`config.mk`:
```
export PLATFORM = sky130hd
export DESIGN_NAME = raster_timing_gen
export DESIGN_NICKNAME = d
export VERILOG_FILES = /design/src/rtl/rtg_pkg.sv /design/src/rtl/rtg_hcount.sv /design/src/rtl/rtg_vcount.sv /design/src/rtl/rtg_window.sv /design/src/rtl/raster_timing_gen.sv
export SDC_FILE = /design/constraint.sdc
export NUM_CORES = 1
export LEC_CHECK = 0
export ABC_AREA = 1
export BUFFER_PORTS_ARGS = -buffer_cell sky130_fd_sc_hd__buf_2
export CORE_MARGIN = 4
export CORE_UTILIZATION = 30
export CTS_BUF_LIST = sky130_fd_sc_hd__clkbuf_2 sky130_fd_sc_hd__clkbuf_4 sky130_fd_sc_hd__clkbuf_8
export CTS_CLUSTER_DIAMETER = 60
export DETAILED_ROUTE_END_ITERATION = 12
export MAX_ROUTING_LAYER = met4
export PLACE_DENSITY = 0.53
export SYNTH_ARGS = -nofsm -noshare
export SYNTH_HDL_FRONTEND = slang
export SYNTH_SLANG_ARGS = --single-unit
```
`constraint.sdc`:
```
create_clock -name clk -period 4.2 [get_ports clk]
set_input_delay 0 -clock clk [delete_from_list [all_inputs] [get_ports clk]]
set_output_delay 0 -clock clk [all_outputs]
set_load 0.005 [all_outputs]
```
`src/rtl/rtg_pkg.sv`:
```
package rtg_pkg;
  // True when v lies in the half-open span [lo, hi).
  function automatic logic in_span(input int unsigned v, input int unsigned lo,
                                   input int unsigned hi);
    return (v >= lo) && (v < hi);
  endfunction
endpackage

```
`src/rtl/rtg_hcount.sv`:
```
module rtg_hcount #(
  parameter int unsigned LINE_TICKS = 1364,
  parameter int unsigned DOT_DIV    = 4,
  parameter int unsigned HW         = 11
) (
  input  logic          clk,
  input  logic          rst_n,
  output logic [HW-1:0] hpos,
  output logic          line_end,
  output logic          dot_en
);
  logic [HW-1:0] hpos_q;

  assign hpos     = hpos_q;
  assign line_end = (hpos_q == HW'(LINE_TICKS - 1));

  always_ff @(posedge clk) begin
    if (!rst_n)        hpos_q <= '0;
    else if (line_end) hpos_q <= '0;
    else               hpos_q <= hpos_q + 1'b1;
  end

  generate
    if (DOT_DIV > 1) begin : g_div
      localparam int unsigned PW = $clog2(DOT_DIV);
      logic [PW-1:0] phase_q;
      always_ff @(posedge clk) begin
        if (!rst_n) phase_q <= '0;
        else if (line_end || phase_q == PW'(DOT_DIV - 1)) phase_q <= '0;
        else phase_q <= phase_q + 1'b1;
      end
      assign dot_en = (phase_q == '0);
    end else begin : g_nodiv
      assign dot_en = 1'b1;
    end
  endgenerate

  p_hpos_range_r1: assert property (@(posedge clk) disable iff (!rst_n)
    hpos_q < HW'(LINE_TICKS));
  p_line_wrap_r1: assert property (@(posedge clk) disable iff (!rst_n)
    line_end |=> hpos_q == '0);
  p_dot_align_r2: assert property (@(posedge clk) disable iff (!rst_n)
    (hpos_q == '0) |-> dot_en);
endmodule

```
`src/rtl/rtg_vcount.sv`:
```
module rtg_vcount #(
  parameter int unsigned LAST_LINE_60 = 261,
  parameter int unsigned LAST_LINE_50 = 311,
  parameter int unsigned VW           = 9
) (
  input  logic          clk,
  input  logic          rst_n,
  input  logic          line_end,
  input  logic          cfg_50hz,
  input  logic          cfg_interlace,
  output logic [VW-1:0] vpos,
  output logic          even_frame
);
  logic [VW-1:0] vpos_q;
  logic          even_q;
  logic [VW-1:0] wrap_line;
  logic          frame_wrap;

  assign wrap_line  = (cfg_50hz ? VW'(LAST_LINE_50) : VW'(LAST_LINE_60))
                    + VW'(cfg_interlace & even_q);
  assign frame_wrap = line_end && (vpos_q >= wrap_line);
  assign vpos       = vpos_q;
  assign even_frame = even_q;

  always_ff @(posedge clk) begin
    if (!rst_n) begin
      vpos_q <= '0;
      even_q <= 1'b1;
    end else if (frame_wrap) begin
      vpos_q <= '0;
      even_q <= ~even_q;
    end else if (line_end) begin
      vpos_q <= vpos_q + 1'b1;
    end
  end

  p_vpos_hold_r6: assert property (@(posedge clk) disable iff (!rst_n)
    !line_end |=> $stable(vpos_q));
  p_vpos_max_r6: assert property (@(posedge clk) disable iff (!rst_n)
    vpos_q <= VW'(LAST_LINE_50 + 1));
  p_parity_flip_r8: assert property (@(posedge clk) disable iff (!rst_n)
    frame_wrap |=> (even_q != $past(even_q)) && (vpos_q == '0));
endmodule

```
`src/rtl/rtg_window.sv`:
```
module rtg_window
  import rtg_pkg::*;
#(
  parameter int unsigned PIC_START    = 88,
  parameter int unsigned PIC_END      = 1112,
  parameter int unsigned STALL_START  = 536,
  parameter int unsigned STALL_LEN    = 40,
  parameter int unsigned SHORT_HEIGHT = 224,
  parameter int unsigned TALL_HEIGHT  = 239,
  parameter int unsigned HW           = 11,
  parameter int unsigned VW           = 9
) (
  input  logic          clk,
  input  logic          rst_n,
  input  logic [HW-1:0] hpos,
  input  logic [VW-1:0] vpos,
  input  logic          cfg_tall,
  input  logic          force_blank,
  output logic          active,
  output logic          vblank,
  output logic          cpu_stall,
  output logic          line_start,
  output logic          frame_start
);
  logic [VW-1:0] height;
  logic          h_pic, v_pic;

  assign height      = cfg_tall ? VW'(TALL_HEIGHT) : VW'(SHORT_HEIGHT);
  assign h_pic       = in_span(32'(hpos), PIC_START, PIC_END);
  assign v_pic       = (vpos != '0) && (vpos <= height);
  assign active      = h_pic && v_pic && !force_blank;
  assign vblank      = vpos > height;
  assign cpu_stall   = in_span(32'(hpos), STALL_START, STALL_START + STALL_LEN);
  assign line_start  = (hpos == '0);
  assign frame_start = line_start && (vpos == '0);

  // Run-length counter used only by the stall checks below.
  localparam int unsigned RW = $clog2(STALL_LEN + 1) + 1;
  logic [RW-1:0] run_q;
  always_ff @(posedge clk) begin
    if (!rst_n)         run_q <= '0;
    else if (cpu_stall) run_q <= run_q + 1'b1;
    else                run_q <= '0;
  end

  p_stall_bound_r3: assert property (@(posedge clk) disable iff (!rst_n)
    cpu_stall |-> run_q < RW'(STALL_LEN));
  p_stall_len_r3: assert property (@(posedge clk) disable iff (!rst_n)
    $fell(cpu_stall) |-> run_q == RW'(STALL_LEN));
  p_line0_hidden_r4: assert property (@(posedge clk) disable iff (!rst_n)
    (vpos == '0) |-> !active && !vblank);
  p_vblank_dark_r5: assert property (@(posedge clk) disable iff (!rst_n)
    vblank |-> !active);
  p_forced_dark_r10: assert property (@(posedge clk) disable iff (!rst_n)
    force_blank |-> !active);
endmodule

```
`src/rtl/raster_timing_gen.sv`:
```
module raster_timing_gen #(
  parameter int unsigned LINE_TICKS   = 1364,
  parameter int unsigned DOT_DIV      = 4,
  parameter int unsigned PIC_START    = 88,
  parameter int unsigned PIC_END      = 1112,
  parameter int unsigned STALL_START  = 536,
  parameter int unsigned STALL_LEN    = 40,
  parameter int unsigned SHORT_HEIGHT = 224,
  parameter int unsigned TALL_HEIGHT  = 239,
  parameter int unsigned LAST_LINE_60 = 261,
  parameter int unsigned LAST_LINE_50 = 311,
  localparam int unsigned HW = $clog2(LINE_TICKS),
  localparam int unsigned VW = $clog2(LAST_LINE_50 + 2)
) (
  input  logic          clk,
  input  logic          rst_n,
  input  logic          cfg_50hz,
  input  logic          cfg_tall,
  input  logic          cfg_interlace,
  input  logic          force_blank,
  output logic [HW-1:0] hpos,
  output logic [VW-1:0] vpos,
  output logic          dot_en,
  output logic          line_start,
  output logic          active,
  output logic          vblank,
  output logic          cpu_stall,
  output logic          frame_start,
  output logic          even_frame
);
  logic line_end;

  rtg_hcount #(.LINE_TICKS(LINE_TICKS), .DOT_DIV(DOT_DIV), .HW(HW)) u_h (
    .clk(clk), .rst_n(rst_n), .hpos(hpos), .line_end(line_end), .dot_en(dot_en)
  );

  rtg_vcount #(.LAST_LINE_60(LAST_LINE_60), .LAST_LINE_50(LAST_LINE_50), .VW(VW)) u_v (
    .clk(clk), .rst_n(rst_n), .line_end(line_end), .cfg_50hz(cfg_50hz),
    .cfg_interlace(cfg_interlace), .vpos(vpos), .even_frame(even_frame)
  );

  rtg_window #(
    .PIC_START(PIC_START), .PIC_END(PIC_END), .STALL_START(STALL_START),
    .STALL_LEN(STALL_LEN), .SHORT_HEIGHT(SHORT_HEIGHT), .TALL_HEIGHT(TALL_HEIGHT),
    .HW(HW), .VW(VW)
  ) u_w (
    .clk(clk), .rst_n(rst_n), .hpos(hpos), .vpos(vpos), .cfg_tall(cfg_tall),
    .force_blank(force_blank), .active(active), .vblank(vblank),
    .cpu_stall(cpu_stall), .line_start(line_start), .frame_start(frame_start)
  );

  p_frame_pulse_r9: assert property (@(posedge clk) disable iff (!rst_n)
    frame_start |-> line_start && dot_en && !vblank);
endmodule

```
== Word level (Yosys, flattened, before mapping) ==
Index checks and enable logic that the tools add are counted.
Widths: inputs -> output; s select.

* $add $sub $neg: 4
* $lt $le $gt $ge: 7
* Equal/unequal tests: 2
* Multiplexer cells: 2
* Bitwise gates (word level): 3
* Reductions and logical operators: 16

{| class="wikitable"
|+ Operators by type and width
! operator !! number
|-
| $add 11x1->11 const B || 1
|-
| $eq 11x11->1 const B || 1
|-
| $ge 11x10->1 const B || 1
|-
| $ge 11x7->1 const B || 1
|-
| $logic_not 11->1 || 1
|-
| $lt 11x10->1 const B || 1
|-
| $lt 11x11->1 const B || 1
|-
| $add 9x1->9 const B || 1
|-
| $add 9x9->9 || 1
|-
| $ge 9x9->1 || 1
|-
| $gt 9x9->1 || 1
|-
| $le 9x9->1 || 1
|-
| $logic_not 9->1 || 1
|-
| $reduce_bool 9->1 || 1
|-
| $logic_and 1x1->1 || 7
|-
| $mux 6 || 1
|-
| $reduce_or 2->1 || 3
|-
| $mux 4 || 1
|-
| $add 2x1->2 const B || 1
|-
| $eq 2x2->1 const B || 1
|-
| $logic_not 2->1 || 1
|-
| $not 1->1 || 2
|-
| $and 1x1->1 || 1
|-
| $logic_not 1->1 || 1
|-
| $logic_or 1x1->1 || 1
|}

* Bits in registers: 23
* Output and inout port bits: 27
* Word-level logic and storage cells: 38

== Longest topological paths before layout ==
* Depth in word-level cells: 5
* Depth in mapped cells: 14

== By module ==
A second synthesis with hierarchy kept.

* Cell total of the unflattened synthesis: 249
* Area total of the unflattened synthesis: 1667.8 um^2

{| class="wikitable"
|+ Modules (own cells, without submodules)
! module !! times used !! cells each !! area an instance (um^2)
|-
| rtg_hcount || 1 || 99 || 693.2
|-
| rtg_vcount || 1 || 90 || 683.2
|-
| rtg_window || 1 || 60 || 291.5
|}

== Worst setup path before layout ==
No wires, ideal clock.

* Path kind: register -> register
* From: register u_v.even_q, in the netlist u_v.even_frame
* To: register u_v.vpos_q[1], in the netlist u_v.vpos[1]
* Library setup time: 119 ps
* Data arrival time: 1550 ps
* Required time: 4081 ps
* Path slack: 2531 ps
* Cell stages (with the launch flop): 13
* Buffers on the path: 0
* Cell sequence: dfxtp_1 -> nand2_1 -> inv_1 -> ha_1 -> inv_1 -> ha_1 -> nand2_1 -> nor2_1 -> nand3_1 -> nand4_1 -> nand2_1 -> nand2_2 -> nor2_1

* Longest elaborated chain between the ends: 5

{| class="wikitable"
|+ Ends and longest elaborated chain
! what !! RTL line !! source
|-
| from (decl) || rtg_vcount.sv:15 || <nowiki>logic even_q;</nowiki>
|-
| from (signal assigned) || rtg_vcount.sv:31 || <nowiki>even_q <= ~even_q;</nowiki>
|-
| $and 1x1->1 || rtg_vcount.sv:20 || <nowiki>+ VW'(cfg_interlace & even_q);</nowiki>
|-
| $add 9x9->9 || rtg_vcount.sv:20 ||
|-
| $ge 9x9->1 || rtg_vcount.sv:21 || <nowiki>assign frame_wrap = line_end && (vpos_q >= wrap_line);</nowiki>
|-
| $logic_and 1x1->1 || rtg_vcount.sv:21 ||
|-
| $reduce_or 2->1 (no line) || n/a ||
|-
| to (signal assigned) || rtg_vcount.sv:33 || <nowiki>vpos_q <= vpos_q + 1'b1;</nowiki>
|-
| to (decl) || rtg_vcount.sv:14 || <nowiki>logic [VW-1:0] vpos_q;</nowiki>
|}

Every way passes these cells.
A chain may end at the register's enable or synchronous reset.

== Worst setup path in the final report ==
* From: register u_v.vpos_q[2], in the netlist u_v.vpos[2]
* To: output port active

* Longest elaborated chain between the ends: 4
* Elaborated cells between the ends (all ways): 5
* Those cells by class: 1 x order compare; 4 x reduce/logical

{| class="wikitable"
|+ Ends and longest elaborated chain
! what !! RTL line !! source
|-
| $le 9x9->1 or $reduce_bool 9->1 (tied branches) || rtg_window.sv:30 || <nowiki>assign v_pic = (vpos != '0) && (vpos <= height);</nowiki>
|-
| $logic_and 1x1->1 * || rtg_window.sv:30 ||
|-
| $logic_and 1x1->1 * (2 in series) || rtg_window.sv:31 || <nowiki>assign active = h_pic && v_pic && !force_blank;</nowiki>
|-
| to (decl) || raster_timing_gen.sv:25 || <nowiki>output logic active,</nowiki>
|}

Mark *: on every way between the ends. The rest lies on a longest branch, timed or not.

==> flow_summary.ini <==
[finish]
register_area_um2 = 460
final_net_count = 298
design_area_um2 = 1970
antenna_cells = 0
synthToLayoutAreaGrowth_pct = 15.7
multi_input_area_um2 = 1030
n_fill_cell = 628
post_route_cells_drive_above_1_share_pct = 22.6

[critical_path]
criticalPathCategory = flip-flop to output pin
critPathRequiredTime_ps = 4200
crit_buf_inv = 1
cpPeakStageDelay_ps = 560
path_cells = ha_1 -> a21oi_1 -> o21a_1 -> o21ai_0 -> nand3_1 -> nand2_1 -> nor2_1 -> buf_2
cp_max_fo = 8
cp.depth = 8
startpoint_type = flip-flop
path_delay_family = flip-flops
r2r_cells = 14
critPathSlowestCell = dfxtp_1
endpoint_kind = output pin
cp_data_arrival_time_ps = 1910

[clocking]
path_clk_slew_ps = 80
cts_buffer_depth = 2
cts_resized = 0
cts_sinks = 23
clk-insertion-delay-late_ps = 260
cts_made_buffers = 3
htree_num_levels = 1
cts-root-buf = clkbuf_8
cts_tree = yes
cts_post_setup_buffers_inserted = 0

[detailed_routing]
drt_wl_total_um = 4120
viasPerCell = 4.59
dr.first_iter.drc_count = 47
drc = 0
drt-wirelength-per-cell_um = 11.9
ant_nets = 0
vias = 1588
dr.pass1.iters = 4

[pwr]
pwr-share-seq_pct = 56.0
switchingPower_mw = 0.0982
swShare_pct = 24.2
power_frac_comb_pct = 10.5
clockPowerShare_pct = 33.4
intPower_mw = 0.308
power_density_nw_per_um2 = 206
vdd_drop_max_v = 0.000172
leakage_nw = 0.921

[place]
place.gp.congestion = 0.787
dp_hpwl_um = 3310
placed_cell_area_um2 = 1910
dp_slack_ps = 2380
portBuffers = 32

[synthesis]
synth-edff-count = 0
synth_xor_area_share_pct = 4.64
synth_warnings = 0
netlist_instances = 241
yosys.area.top_type = dfxtp_1
synth_top_area_share_pct = 27.1
seq_area_frac_synth_pct = 27.1
synth_common_cells = inv_1 (38), nand2_1 (37), nor2_1 (32)
synth.area.mux_share_pct = 0
synth_fa_ha_area_share_pct = 12.5
synthSimpleGateAreaFrac_pct = 35.7
yosysMostFrequentCell = inv_1
avgSynthCellArea_um2 = 7.06
async_flop_share_pct = 0
ys_ff_latch = 23
synth_flop_cell = dfxtp_1
yosys.cell_types.count = 30
synthTopCellsByArea = dfxtp_1 (27%), ha_1 (13%), inv_1 (8.4%)
synth-compound-area-share_pct = 7.95
synth_nets = 264
syn_area_um2 = 1700
synth_top_family_by_area = simple AND/OR/NAND/NOR gates

[floorplan]
fp-row-count = 27
die_w_um = 83.3
initial_core_util_pct = 30.9
dieArea_um2 = 6940
io_pins = 33
coreArea_um2 = 5510
die_y_um = 83.3

[global_routing]
grt_max_degree = 14
use_met2_pct = 20.3
grt_pass1_vias = 1506
grt_use_total_pct = 12.5
antenna_found_initial = 0
use_met1_pct = 16.1
grt_use_met3_pct = 2.48
grt_pass1_wl_um = 7110
grt_overflow = 0
top_usage_layer = met2

[sta]
hold_viol_final = 0
timing.final.crit_period_ps = 1910
tightest_slew_ps = 441
finalMaxSlewViolations = 0
setup_slack_ps = 2290
timing.fmax_mhz = 523
fin_crit_sh_pct = 45.5
hold_slack_ps = 350
tns_ps = 0
max_slew_margin_pct = 70.5
setup_viol = 0
fin_skew_ps = 6.19
rsz0062_at_grt = no

[run]
maxCapViolCount = 0

[hold_path]
hold_depth = 5
hp-class = input port to output pin

[status]
outcome = finished clean
state kept, by name (all words and copies together) (netlist names):
signal and cells:
u_h.hpos 11, u_h.g_div.phase_q 2, u_v.even_frame 1, u_v.vpos 9
power groups by stage:
stage          combinational [mW]  sequential, mW  clock (mW)
5_1_grt                    0.0506           0.228       0.149
2_1_floorplan              0.0272           0.232           0
4_1_cts                    0.0446           0.228       0.141
3_5_place_dp               0.0436           0.233           0
3_3_place_gp               0.0427           0.233           0
6_report                   0.0428           0.228       0.136
layout by cell type, fill, tap and decap left out, drive strengths merged:
| master | n |
|---|---|
| clkbuf | 3 |
| dlygate4sd3 | 1 |
| o21ai | 12 |
| dfxtp | 23 |
| xor2 | 8 |
| nand2 | 45 |
| o211ai | 1 |
| ha | 17 |
| nor2 | 38 |
| nor4 | 1 |
| nor3b | 1 |
| buf | 32 |
| nand3 | 18 |
| clkinv | 1 |
| o21a | 1 |
| a21oi | 9 |
| inv | 43 |
| nand4 | 12 |
| xnor2 | 1 |
| nor3 | 7 |
through the flow:
stage	utilization [%]	instances	total power [mW]
finish	35.7	346	0.406
floorplan	-	241	0.259
CTS	35.7	346	0.414
global route	35.7	346	0.428
detailed placement	34.7	341	0.276
global placement	34.7	341	0.275
routing by layer:
metal / vias up / wire, um / share of wire (%)
li1: 842 / - / -
met1: 702 / 1950 / 47
met2: 38 / 1960 / 47
met3: 6 / 180 / 4.4
met4: 0 / 41 / 0.99
met5: - / 0 / 0
timing repair:
item / 4_1_cts / 5_1_grt
hold buffers: 1 / 0
endpoints found under the hold margin: 1 / 0
endpoints found under the setup margin: 0 / 0
tightest hold or removal path, delay by kind of cell:
| family | cells | cell delay, ps |
|---|---|---|
| buffers and inverters | 2 | 200 |
| AND/OR/NAND/NOR | 3 | 160 |
layout make-up:
type / instances / share of cell area [%]
multi-input combinational: 171 / 52.5
sequential: 23 / 23.4
timing repair buffer: 33 / 8.65
inverter: 43 / 8.46
tap: 72 / 4.58
clock buffer: 3 / 2.10
clock inverter: 1 / 0.254
worst paths after layout:
| path | startpoint | to | slack [ps] |
|---|---|---|---|
| min | force_blank | active | 350 |
| max | u_v.vpos[2] | active | 2290 |
| max reg2reg | u_v.even_frame | u_v.vpos[3] | 2380 |
| min reg2reg | u_h.g_div.phase_q[0] | u_h.g_div.phase_q[0] | 460 |
kinds of logic after synthesis:
group / count (synthesis)
buf+inv: 47
simple gates: 122
compound gates: 23
fa+ha+maj: 17
xor+xnor: 9
flops: 23
Note: power is estimated with default switching activity, not from simulation.
